## config.mk

```make
export PLATFORM = sky130hd
export DESIGN_NAME = nlc_delay_elem
export DESIGN_NICKNAME = d
export VERILOG_FILES = /design/src/rtl/nlc_pkg.sv /design/src/rtl/nlc_curve_rom.sv /design/src/rtl/nlc_level_reg.sv /design/src/rtl/nlc_delay_elem.sv
export SDC_FILE = /design/constraint.sdc
export NUM_CORES = 1
export LEC_CHECK = 0
export ABC_AREA = 0
export BUFFER_PORTS_ARGS = -buffer_cell sky130_fd_sc_hd__clkbuf_2
export CAP_MARGIN = 40
export CORE_AREA = 3 3 40 42
export CTS_CLUSTER_SIZE = 16
export DETAILED_ROUTE_END_ITERATION = 12
export DIE_AREA = 0 0 43 45
export PLACE_DENSITY = 0.75
export SLEW_MARGIN = 5
export SYNTH_ARGS = -nofsm -noshare
export SYNTH_HDL_FRONTEND = slang
export SYNTH_SLANG_ARGS = --single-unit
export TNS_END_PERCENT = 100
```

## constraint.sdc

```tcl
create_clock -name clk_i -period 4.59 [get_ports clk_i]
set_input_delay 0.2295 -clock clk_i [delete_from_list [all_inputs] [get_ports clk_i]]
set_output_delay 0.2295 -clock clk_i [all_outputs]
set_load 0.01 [all_outputs]
```

## src/rtl/nlc_pkg.sv

```systemverilog
package nlc_pkg;

  // Next quantized level along an exponential charge/discharge curve whose
  // 50% crossing lies dq quanta after leaving a rail.
  function automatic int curve_next(int lvl, int maxv, int dq, bit up);
    real k;
    real span;
    int  step;
    k    = 1.0 - 2.0 ** (-1.0 / real'(dq));
    span = up ? real'(maxv - lvl) : real'(lvl);
    step = $rtoi(span * k + 0.5);
    if (step < 1) step = 1;
    if (up) return (lvl + step > maxv) ? maxv : lvl + step;
    else    return (lvl - step < 0)    ? 0    : lvl - step;
  endfunction

endpackage

```

## src/rtl/nlc_curve_rom.sv

```systemverilog
module nlc_curve_rom #(
  parameter int LVL_W  = 5,
  parameter int DQ     = 2,
  parameter bit RISING = 1'b1
) (
  input  logic [LVL_W-1:0] addr_i,
  output logic [LVL_W-1:0] rd_o
);
  localparam int DEPTH = 1 << LVL_W;
  localparam int MAXV  = DEPTH - 1;

  logic [LVL_W-1:0] tab [DEPTH];

  for (genvar gi = 0; gi < DEPTH; gi++) begin : g_ent
    localparam logic [LVL_W-1:0] ENT = LVL_W'(nlc_pkg::curve_next(gi, MAXV, DQ, RISING));
    assign tab[gi] = ENT;
  end

  assign rd_o = tab[addr_i];
endmodule

```

## src/rtl/nlc_level_reg.sv

```systemverilog
module nlc_level_reg #(
  parameter int LVL_W    = 5,
  parameter bit RST_HIGH = 1'b0
) (
  input  logic             clk_i,
  input  logic             rst_i,
  input  logic [LVL_W-1:0] nxt_i,
  output logic [LVL_W-1:0] lvl_q
);
  localparam logic [LVL_W-1:0] RST_LVL = RST_HIGH ? {LVL_W{1'b1}} : '0;

  always_ff @(posedge clk_i) begin
    if (rst_i) lvl_q <= RST_LVL;
    else       lvl_q <= nxt_i;
  end
endmodule

```

## src/rtl/nlc_delay_elem.sv

```systemverilog
module nlc_delay_elem #(
  parameter int LVL_W    = 5,
  parameter int RISE_Q   = 2,
  parameter int FALL_Q   = 3,
  parameter bit RST_HIGH = 1'b0
) (
  input  logic             clk_i,
  input  logic             rst_i,
  input  logic             in_i,
  output logic [LVL_W-1:0] lvl_o,
  output logic             out_o
);
  logic [LVL_W-1:0] lvl_q;
  logic [LVL_W-1:0] up_nxt;
  logic [LVL_W-1:0] dn_nxt;
  logic [LVL_W-1:0] nxt;

  nlc_curve_rom #(.LVL_W(LVL_W), .DQ(RISE_Q), .RISING(1'b1)) u_rise_rom (
    .addr_i (lvl_q),
    .rd_o   (up_nxt)
  );

  nlc_curve_rom #(.LVL_W(LVL_W), .DQ(FALL_Q), .RISING(1'b0)) u_fall_rom (
    .addr_i (lvl_q),
    .rd_o   (dn_nxt)
  );

  // Input level selects the curve; tables clamp at the rails.
  assign nxt = in_i ? up_nxt : dn_nxt;

  nlc_level_reg #(.LVL_W(LVL_W), .RST_HIGH(RST_HIGH)) u_lvl (
    .clk_i (clk_i),
    .rst_i (rst_i),
    .nxt_i (nxt),
    .lvl_q (lvl_q)
  );

  assign lvl_o = lvl_q;
  assign out_o = lvl_q[LVL_W-1];
endmodule

```

==> results of run 1 <==
-- per-layer routing --
metal / wire length, um / up-vias
li1: - / 379
met1: 876 / 348
met2: 914 / 39
met3: 97 / 2
met4: 12 / 0
met5: 0 / -
-- path summary, 6_finish.rpt --
check                  from        endpoint  slack, ns
max          u_lvl.lvl_q[1]  u_lvl.lvl_q[0]       2.41
min                   rst_i  u_lvl.lvl_q[2]       0.24
max reg2reg  u_lvl.lvl_q[1]  u_lvl.lvl_q[0]       2.41
min reg2reg  u_lvl.lvl_q[0]  u_lvl.lvl_q[0]       0.64
-- Yosys cell counts, types with 2 or more instances --
library cell	n	area, um2
a221oi_1	2	17.5
nor2_1	5	18.8
inv_1	5	18.8
a21oi_1	9	45.0
dfxtp_1	5	100
o211ai_1	2	15.0
nor2b_1	5	31.3
o22ai_1	6	37.5
clkbuf_1	2	7.51
nor3_1	2	10.0
nand2_1	9	33.8
ha_1	8	100
buf_2	6	30.0
o21ai_0	10	50.1
a211oi_1	4	30.0
nand2b_1	2	12.5
-- per-stage QoR --
stage	area [um2]	instances	util, %	power (mW)
floorplan	719	101	-	0.141
detailed placement	722	114	56.2	0.165
CTS	748	118	58.2	0.217
global placement	722	114	56.2	0.161
finish	748	118	58.2	0.219
global route	748	118	58.2	0.233
-- worst register-to-register path, stage by stage, from the launching register on --
cell      delay [ns]
dfxtp_1         0.60
inv_1           0.21
ha_1            0.36
nor2b_1         0.18
a21oi_1         0.08
o221ai_2        0.21
a31oi_1         0.07
o41ai_1         0.37
-- power by group through the flow --
stage               clock (mW)  sequential, mW  combinational, mW
detailed placement           0          0.0717             0.0928
global route            0.0554          0.0735              0.104
global placement             0          0.0702             0.0905
CTS                     0.0530          0.0708             0.0934
finish                  0.0530          0.0714             0.0944
floorplan                    0          0.0576             0.0834
-- layout make-up --
| cell class | instances | share of cell area (%) |
|---|---|---|
| inverter | 6 | 3.01 |
| sequential | 5 | 13.4 |
| multi-input combinational | 80 | 72.2 |
| tap | 15 | 2.51 |
| timing repair buffer | 8 | 5.35 |
| clock buffer | 4 | 3.51 |
-- kinds of logic (layout without fill, tap and decap cells) --
group,count (synthesis),after routing,synth area share [%]
mux,1,1,1.57
buf+inv,16,18,11.0
compound gates,45,45,41.7
flops,5,5,13.9
fa+ha+maj,8,8,13.9
simple gates,26,26,17.9
==> results.py, run 1 <==
metrics = {
    "status": {
        "status": "completed",
    },
    "worst_setup_path": {
        "arrival_ns": 2.32,
        "startpoint_type": "register",
        "rr_worst_depth": 7,
        "path_buf_inv": 1,
        "cp_cell_sequence": "inv_1 > ha_1 > nor2b_1 > a21oi_1 > o221ai_2 > a31oi_1 > o41ai_1",
        "crit_cells": 7,
        "end_kind": "register",
        "critPathTopFamily": "compound AO/OA/AOI/OAI gates",
        "cp_slowest_cell": "dfxtp_1",
        "worstSetupPathType": "reg -> reg",
        "worst-path-max-fanout": 14,
        "required_ns": 4.73,
        "timing.critical_path.slowest_cell_delay_ns": 0.60,
    },
    "timing": {
        "layout_setup_ws_ns": 2.41,
        "finalHoldViolCount": 0,
        "slew_headroom_pct": 42.4,
        "rsz0062_at_grt": "no",
        "min_period_over_period_pct": 47.6,
        "worstMarginPinSlew_ns": 0.863,
        "finalClockSkew_ns": 0.00713,
        "fmax_mhz": 458,
        "hold_ws_ns": 0.244,
        "setup_tns_ns": 0,
        "slew_violations": 0,
        "finalSetupViolCount": 0,
        "min_period_ns": 2.18,
    },
    "final_layout": {
        "nets": 115,
        "seq_area_um2": 100,
        "nFillCells": 122,
        "num_antenna_cells": 0,
        "top_regs": "u_lvl.lvl_q x5",
        "multi_input_area_um2": 541,
        "area_growth_pct": 4.00,
        "final_common_cell": "o21ai_0",
        "top_register": "u_lvl.lvl_q",
        "drive_gt1_share_pct": 13.6,
        "final_cell_mix": "o21ai_0, a21oi_1, nand2_1",
        "largest_reg_flops": 5,
    },
    "floorplan": {
        "start_util_pct": 56.0,
        "rows": 13,
        "io_pins": 9,
        "core_area_um2": 1280,
        "die_w_um": 43,
        "dieArea_um2": 1940,
        "die_h_um": 45,
    },
    "routing": {
        "routed_wl_um": 1900,
        "viasPerCell": 6.51,
        "drt_pass1_iterations": 5,
        "routedWlPerCell_um": 16.1,
        "drt_iter0_drc": 30,
        "drtAntennaViolNets": 0,
        "drc_errors": 0,
        "vias": 768,
    },
    "placed_design": {
        "gp_congestion": 0.825,
        "dp_hpwl_um": 1280,
        "place_ws_ns": 2.46,
        "io_buffer_count": 8,
    },
    "global_routing": {
        "busiest_layer": "met2",
        "grtUsageMet2_pct": 35.3,
        "antenna_found_initial": 0,
        "use_met3_pct": 1.59,
        "grt_pass1_vias": 720,
        "grt-ovfl-total": 0,
        "grt_max_degree": 28,
        "grt_pass1_wl_um": 3230,
        "met1_usage_pct": 29.3,
        "grt_usage_pct": 21.3,
    },
    "cts": {
        "cts_resized": 0,
        "cts_root_buf": "clkbuf_4",
        "cts_tree": "built",
        "htreeDepth": 1,
        "hold_buffers": 0,
        "numClockSinks": 5,
        "cts.clk_slew.worst_paths_ns": 0.05,
        "insertion_delay_ns": 0.24,
        "clockBufferDepth": 2,
        "numCtsBuffers": 3,
        "cts_setup_buffers": 0,
    },
    "yosys": {
        "netlist_instances": 101,
        "yosys.cell_types.count": 35,
        "synth_seq_area_share_pct": 13.9,
        "synthArstFlopShare_pct": 0,
        "yosysWarnings": 0,
        "synthesis.nets": 112,
        "synth.avg_cell_area_um2": 7.12,
        "ys_ff_latch": 5,
        "synth_ff_type": "dfxtp_1",
        "netlist_area_um2": 719,
        "synth-edff-count": 0,
    },
    "power": {
        "p_int_mw": 0.123,
        "p_sw_share_pct": 43.9,
        "p_leak_nw": 0.291,
        "p_switching_mw": 0.0960,
        "p_per_area_nw_per_um2": 293,
        "ir_drop_mv": 0.121,
        "clockPowerShare_pct": 24.2,
        "combPwrFrac_pct": 43.2,
        "p_seq_share_pct": 32.6,
    },
    "min_path": {
        "worst_hold_path_type": "in -> reg",
        "worstHoldPathCells": 2,
    },
    "run": {
        "maxCapViolations": 0,
    },
}
Note: power is estimated with default switching activity, not from simulation.
==> inputs of run 2 (changes only) <==
--- a/config.mk
+++ b/config.mk
@@ -8,11 +8,11 @@
 export ABC_AREA = 0
 export BUFFER_PORTS_ARGS = -buffer_cell sky130_fd_sc_hd__clkbuf_2
 export CAP_MARGIN = 40
-export CORE_AREA = 3 3 40 42
+export CORE_MARGIN = 3
+export CORE_UTILIZATION = 55
 export CTS_CLUSTER_SIZE = 16
 export DETAILED_ROUTE_END_ITERATION = 12
-export DIE_AREA = 0 0 43 45
-export PLACE_DENSITY = 0.75
+export PLACE_DENSITY = 0.76
 export SLEW_MARGIN = 5
 export SYNTH_ARGS = -nofsm -noshare
 export SYNTH_HDL_FRONTEND = slang
==> constraint.sdc (replaced) <==
create_clock -name clk_i -period 2.1 [get_ports clk_i]
set_input_delay 0.105 -clock clk_i [delete_from_list [all_inputs] [get_ports clk_i]]
set_output_delay 0.105 -clock clk_i [all_outputs]
set_load 0.01 [all_outputs]
==> run 2 against run 1 <==
Sequential cell count unchanged; die area fell by 8.1%; first-iteration DRC count is 6.7% higher; via count is 0.65% higher; critical path depth unchanged; count of clock-buffer cells in the layout stayed put; sequential share of layout area shrank 0.22 points; register-to-register slack worse by 2.1 ns; fmax is 20% higher; clock power rose by 120%; critical endpoint unchanged.
==> results.py, run 2 (synthesis results as in run 1) <==
metrics = {
    "placed_design": {
        "io_buffer_count": 8,
        "dp_hpwl_um": 1230,
        "gp_congestion": 0.850,
        "place_ws_ns": 0.218,
        "dpl_cell_area_um2": 751,
        "numPlacedInstances": 117,
    },
    "cts": {
        "clockBufferDepth": 2,
        "cts_setup_buffers": 0,
        "cts.clk_slew.worst_paths_ns": 0.05,
        "insertion_delay_ns": 0.26,
        "cts_tree": "built",
        "htreeDepth": 1,
        "numClockSinks": 5,
        "hold_buffers": 0,
        "cts_root_buf": "clkbuf_4",
        "numCtsBuffers": 3,
    },
    "global_routing": {
        "antenna_found_initial": 0,
        "grt_max_degree": 27,
        "grt-ovfl-total": 0,
        "grt_pass1_vias": 640,
        "grt_usage_pct": 22.7,
        "grt_pass1_wl_um": 3120,
    },
    "worst_setup_path": {
        "path_buf_inv": 1,
        "end_kind": "register",
        "cp_cell_sequence": "inv_1 > ha_1 > nor2_1 > a2bb2oi_1 > o221ai_2 > a31oi_1 > o41ai_1",
        "required_ns": 2.24,
        "cp_slowest_cell": "dfxtp_2",
        "critPathTopFamily": "compound AO/OA/AOI/OAI gates",
        "worst-path-max-fanout": 7,
        "arrival_ns": 1.95,
        "timing.critical_path.slowest_cell_delay_ns": 0.40,
        "worstSetupPathType": "reg -> reg",
        "startpoint_type": "register",
    },
    "routing": {
        "routed_wl_um": 1780,
        "routedWlPerCell_um": 14.7,
        "vias": 773,
        "drt_iter0_drc": 32,
        "drtAntennaViolNets": 0,
        "drc_errors": 0,
        "drt_pass1_iterations": 4,
        "viasPerCell": 6.39,
    },
    "power": {
        "p_switching_mw": 0.206,
        "clockPowerShare_pct": 24.5,
        "p_sw_share_pct": 42.5,
        "p_int_mw": 0.279,
        "ir_drop_mv": 0.289,
        "p_leak_nw": 0.313,
        "combPwrFrac_pct": 47.8,
        "p_seq_share_pct": 27.7,
        "p_per_area_nw_per_um2": 623,
    },
    "final_layout": {
        "nFillCells": 111,
        "nets": 119,
        "num_antenna_cells": 0,
        "final_area_um2": 779,
        "drive_gt1_share_pct": 18.7,
        "largest_reg_flops": 5,
        "top_regs": "u_lvl.lvl_q x5",
        "fin_util_pct": 66.6,
        "layout.cells.non_filler": 121,
        "area_growth_pct": 8.35,
        "final_cell_mix": "o21ai_0, a21oi_1, nand2_1",
        "final_common_cell": "o21ai_0",
        "top_register": "u_lvl.lvl_q",
    },
    "run": {
        "maxCapViolations": 0,
    },
    "floorplan": {
        "die_w_um": 42.2,
        "io_pins": 9,
        "die_h_um": 42.2,
        "dieArea_um2": 1780,
        "start_util_pct": 61.4,
        "rows": 12,
        "core_area_um2": 1170,
    },
    "timing": {
        "slew_violations": 0,
        "min_period_over_period_pct": 86.4,
        "finalClockSkew_ns": 0.00937,
        "slew_headroom_pct": 62.0,
        "layout_setup_ws_ns": 0.286,
        "worstMarginPinSlew_ns": 0.569,
        "min_period_ns": 1.81,
        "rsz0062_at_grt": "no",
        "setup_tns_ns": 0,
        "fmax_mhz": 551,
        "finalSetupViolCount": 0,
        "finalHoldViolCount": 0,
    },
    "status": {
        "status": "completed",
    },
    "min_path": {
        "worst_hold_path_type": "in -> reg",
    },
}
-- run 2: cell types whose count changed in the layout (fill, tap and decap cells not counted), sizes merged --
cell  previous run  this run
buf              0         4
-- run 2: cell type report --
type                            count  area, um2  area share, %
Tap cell                           14       17.5           2.25
Clock buffer                        4       26.3           3.37
Inverter                            6       22.5           2.89
Sequential cell                     5        103           13.2
Multi-Input combinational cell     80        541           69.3
Timing Repair Buffer               12       70.1           8.99
-- run 2: path summary, 6_finish.rpt --
| check | end | from | slack (ns) | cells past startpoint |
|---|---|---|---|---|
| setup / recovery | u_lvl.lvl_q[0] | u_lvl.lvl_q[0] | 0.29 | 7 |
| hold / removal | u_lvl.lvl_q[3] | rst_i | 0.12 | 2 |
| setup reg to reg | u_lvl.lvl_q[0] | u_lvl.lvl_q[0] | 0.29 | 7 |
| hold reg to reg | u_lvl.lvl_q[0] | u_lvl.lvl_q[0] | 0.56 | 2 |
-- run 2: power by group through the flow --
stage | clock network, mW | registers (mW) | logic [mW]
2_1_floorplan | 0 | 0.126 | 0.182
6_report | 0.119 | 0.135 | 0.232
3_3_place_gp | 0 | 0.133 | 0.228
5_1_grt | 0.132 | 0.138 | 0.263
4_1_cts | 0.120 | 0.132 | 0.230
3_5_place_dp | 0 | 0.134 | 0.229
-- run 2: routing by layer --
| layer | up-vias | wire, um | GRT usage [%] |
|---|---|---|---|
| met3 | 3 | 140 | 6.44 |
| li1 | 388 | - | - |
| met5 | - | 0 | 0 |
| met1 | 354 | 812 | 31.3 |
| met4 | 0 | 27 | 10.6 |
| met2 | 28 | 796 | 31.9 |
-- run 2: stage by stage --
stage / power [mW] / hold WS (ns)
6_report: 0.486 / 0.115
2_1_floorplan: 0.308 / 0.174
4_1_cts: 0.482 / 0.112
3_5_place_dp: 0.363 / 0.379
5_1_grt: 0.534 / 0.118
3_3_place_gp: 0.361 / 0.377
-- run 2: worst reg2reg max path, cell delays in order, from the launching register on --
cell       delay (ns)
dfxtp_2          0.40
inv_1            0.13
ha_1             0.34
nor2_1           0.16
a2bb2oi_1        0.11
o221ai_2         0.16
a31oi_1          0.06
o41ai_1          0.35
-- run 2: repair_timing --
| action | CTS | global route |
|---|---|---|
| endpoints found under the setup margin | 0 | 1 |
| endpoints found under the hold margin | 0 | 0 |
| resized for setup | 0 | 2 |
==> inputs of run 3 (changes only) <==
--- a/config.mk
+++ b/config.mk
@@ -13,6 +13,7 @@
 export CTS_CLUSTER_SIZE = 16
 export DETAILED_ROUTE_END_ITERATION = 12
 export PLACE_DENSITY = 0.76
+export RECOVER_POWER = 50
 export SLEW_MARGIN = 5
 export SYNTH_ARGS = -nofsm -noshare
 export SYNTH_HDL_FRONTEND = slang
==> run 3 against run 2 <==
Sequential cell count unchanged; count of clock-buffer cells in the layout unchanged; worst hold slack gained 0.017 ns; via count grew 1.8%; combinational power about the same; wire length fell by 0.45%.
==> results.py, run 3 (synthesis results as in run 1) <==
metrics = {
    "final_layout": {
        "multi_input_area_um2": 541,
        "top_regs": "u_lvl.lvl_q x5",
        "num_antenna_cells": 0,
        "nFillCells": 112,
        "nets": 119,
        "largest_reg_flops": 5,
        "area_growth_pct": 8.00,
        "final_area_um2": 777,
        "seq_area_um2": 103,
        "final_cell_mix": "o21ai_0, a21oi_1, nand2_1",
        "drive_gt1_share_pct": 16.8,
        "final_common_cell": "o21ai_0",
        "top_register": "u_lvl.lvl_q",
    },
    "timing": {
        "min_period_ns": 1.82,
        "worstMarginPinSlew_ns": 0.562,
        "rsz0062_at_grt": "no",
        "fmax_mhz": 549,
        "finalHoldViolCount": 0,
        "slew_violations": 0,
        "setup_tns_ns": 0,
        "finalClockSkew_ns": 0.0104,
        "min_period_over_period_pct": 86.7,
        "slew_headroom_pct": 62.5,
        "finalSetupViolCount": 0,
    },
    "placed_design": {
        "dp_hpwl_um": 1230,
        "gp_congestion": 0.850,
        "dpl_cell_area_um2": 751,
        "io_buffer_count": 8,
    },
    "cts": {
        "cts.clk_slew.worst_paths_ns": 0.05,
        "numClockSinks": 5,
        "cts_root_buf": "clkbuf_4",
        "cts_tree": "built",
        "hold_buffers": 0,
        "clockBufferDepth": 2,
        "htreeDepth": 1,
        "numCtsBuffers": 3,
        "insertion_delay_ns": 0.25,
    },
    "global_routing": {
        "grt_pass1_vias": 640,
        "grt_max_degree": 27,
        "grt_usage_pct": 22.7,
        "antenna_found_initial": 0,
        "grt_pass1_wl_um": 3120,
        "grt-ovfl-total": 0,
    },
    "worst_setup_path": {
        "rr_startpoint": "u_lvl.lvl_q[0]",
        "required_ns": 2.24,
        "arrival_ns": 1.96,
        "worst-path-max-fanout": 7,
        "startpoint_type": "register",
        "timing.critical_path.slowest_cell_delay_ns": 0.40,
        "end_kind": "register",
        "crit_start": "u_lvl.lvl_q[0]",
        "worstSetupPathType": "reg -> reg",
        "cp_slowest_cell": "dfxtp_2",
        "cp_cell_sequence": "inv_1 > ha_1 > nor2_1 > a2bb2oi_1 > o221ai_2 > a31oi_1 > o41ai_1",
    },
    "floorplan": {
        "rows": 12,
        "io_pins": 9,
        "start_util_pct": 61.4,
        "die_w_um": 42.2,
        "core_area_um2": 1170,
        "dieArea_um2": 1780,
        "die_h_um": 42.2,
    },
    "run": {
        "maxCapViolations": 0,
    },
    "routing": {
        "viasPerCell": 6.50,
        "routed_wl_um": 1770,
        "drc_errors": 0,
        "drt_iter0_drc": 32,
        "routedWlPerCell_um": 14.6,
        "vias": 787,
        "drt_pass1_iterations": 4,
        "drtAntennaViolNets": 0,
    },
    "min_path": {
        "hp-start": "rst_i",
        "worst_hold_path_type": "in -> reg",
    },
    "status": {
        "status": "completed",
    },
    "power": {
        "p_per_area_nw_per_um2": 625,
        "ir_drop_mv": 0.288,
        "p_leak_nw": 0.306,
        "power_mw": 0.485,
    },
}
run 3: metrics by stage:
step	cells	hold slack (ns)	setup slack (ns)	utilization, %
after floorplan	101	0.174	0.159	-
after global placement	117	0.377	0.258	64.1
after detailed placement	117	0.379	0.218	64.1
after CTS	121	0.112	0.176	66.3
after global routing	121	0.118	0.0907	66.3
final	121	0.132	0.279	66.3
run 3: power breakdown:
part	internal, mW	switching [mW]
sequential	0.108	0.0265
combinational	0.0987	0.134
clock	0.0723	0.0455
total	0.279	0.206
run 3: final cells by class:
class	instances	area share [%]
clock buffer	4	3.38
inverter	6	2.90
multi-input combinational	80	69.6
sequential	5	13.2
tap	14	2.25
timing repair buffer	12	8.70
run 3: what timing repair did:
| item | in CTS | in global routing |
|---|---|---|
| endpoints found under the setup margin | 0 | 1 |
| gates resized for setup | 0 | 2 |
| setup buffers | 0 | 0 |
| endpoints found under the hold margin | 0 | 0 |
run 3: worst max-delay path, delay by kind of cell (launching register included):
family | cells | cell delay (ns)
and+or+nand+nor | 1 | 0.16
buffers and inverters | 1 | 0.13
adders and majority gates | 1 | 0.34
DFF | 1 | 0.40
AOI/OAI and AO/OA | 4 | 0.68
run 3: path summary, 6_finish.rpt:
path               endpoint  slack [ns]  cells after the start
max          u_lvl.lvl_q[0]        0.28                      7
min          u_lvl.lvl_q[3]        0.13                      2
max reg2reg  u_lvl.lvl_q[0]        0.28                      7
min reg2reg  u_lvl.lvl_q[0]        0.56                      2
run 3: per-layer routing:
metal	routed length, um	global-route usage [%]	up-vias
li1	-	-	389
met4	23	10.6	0
met3	173	6.44	3
met2	799	31.9	46
met1	773	31.3	349
met5	0	0	-
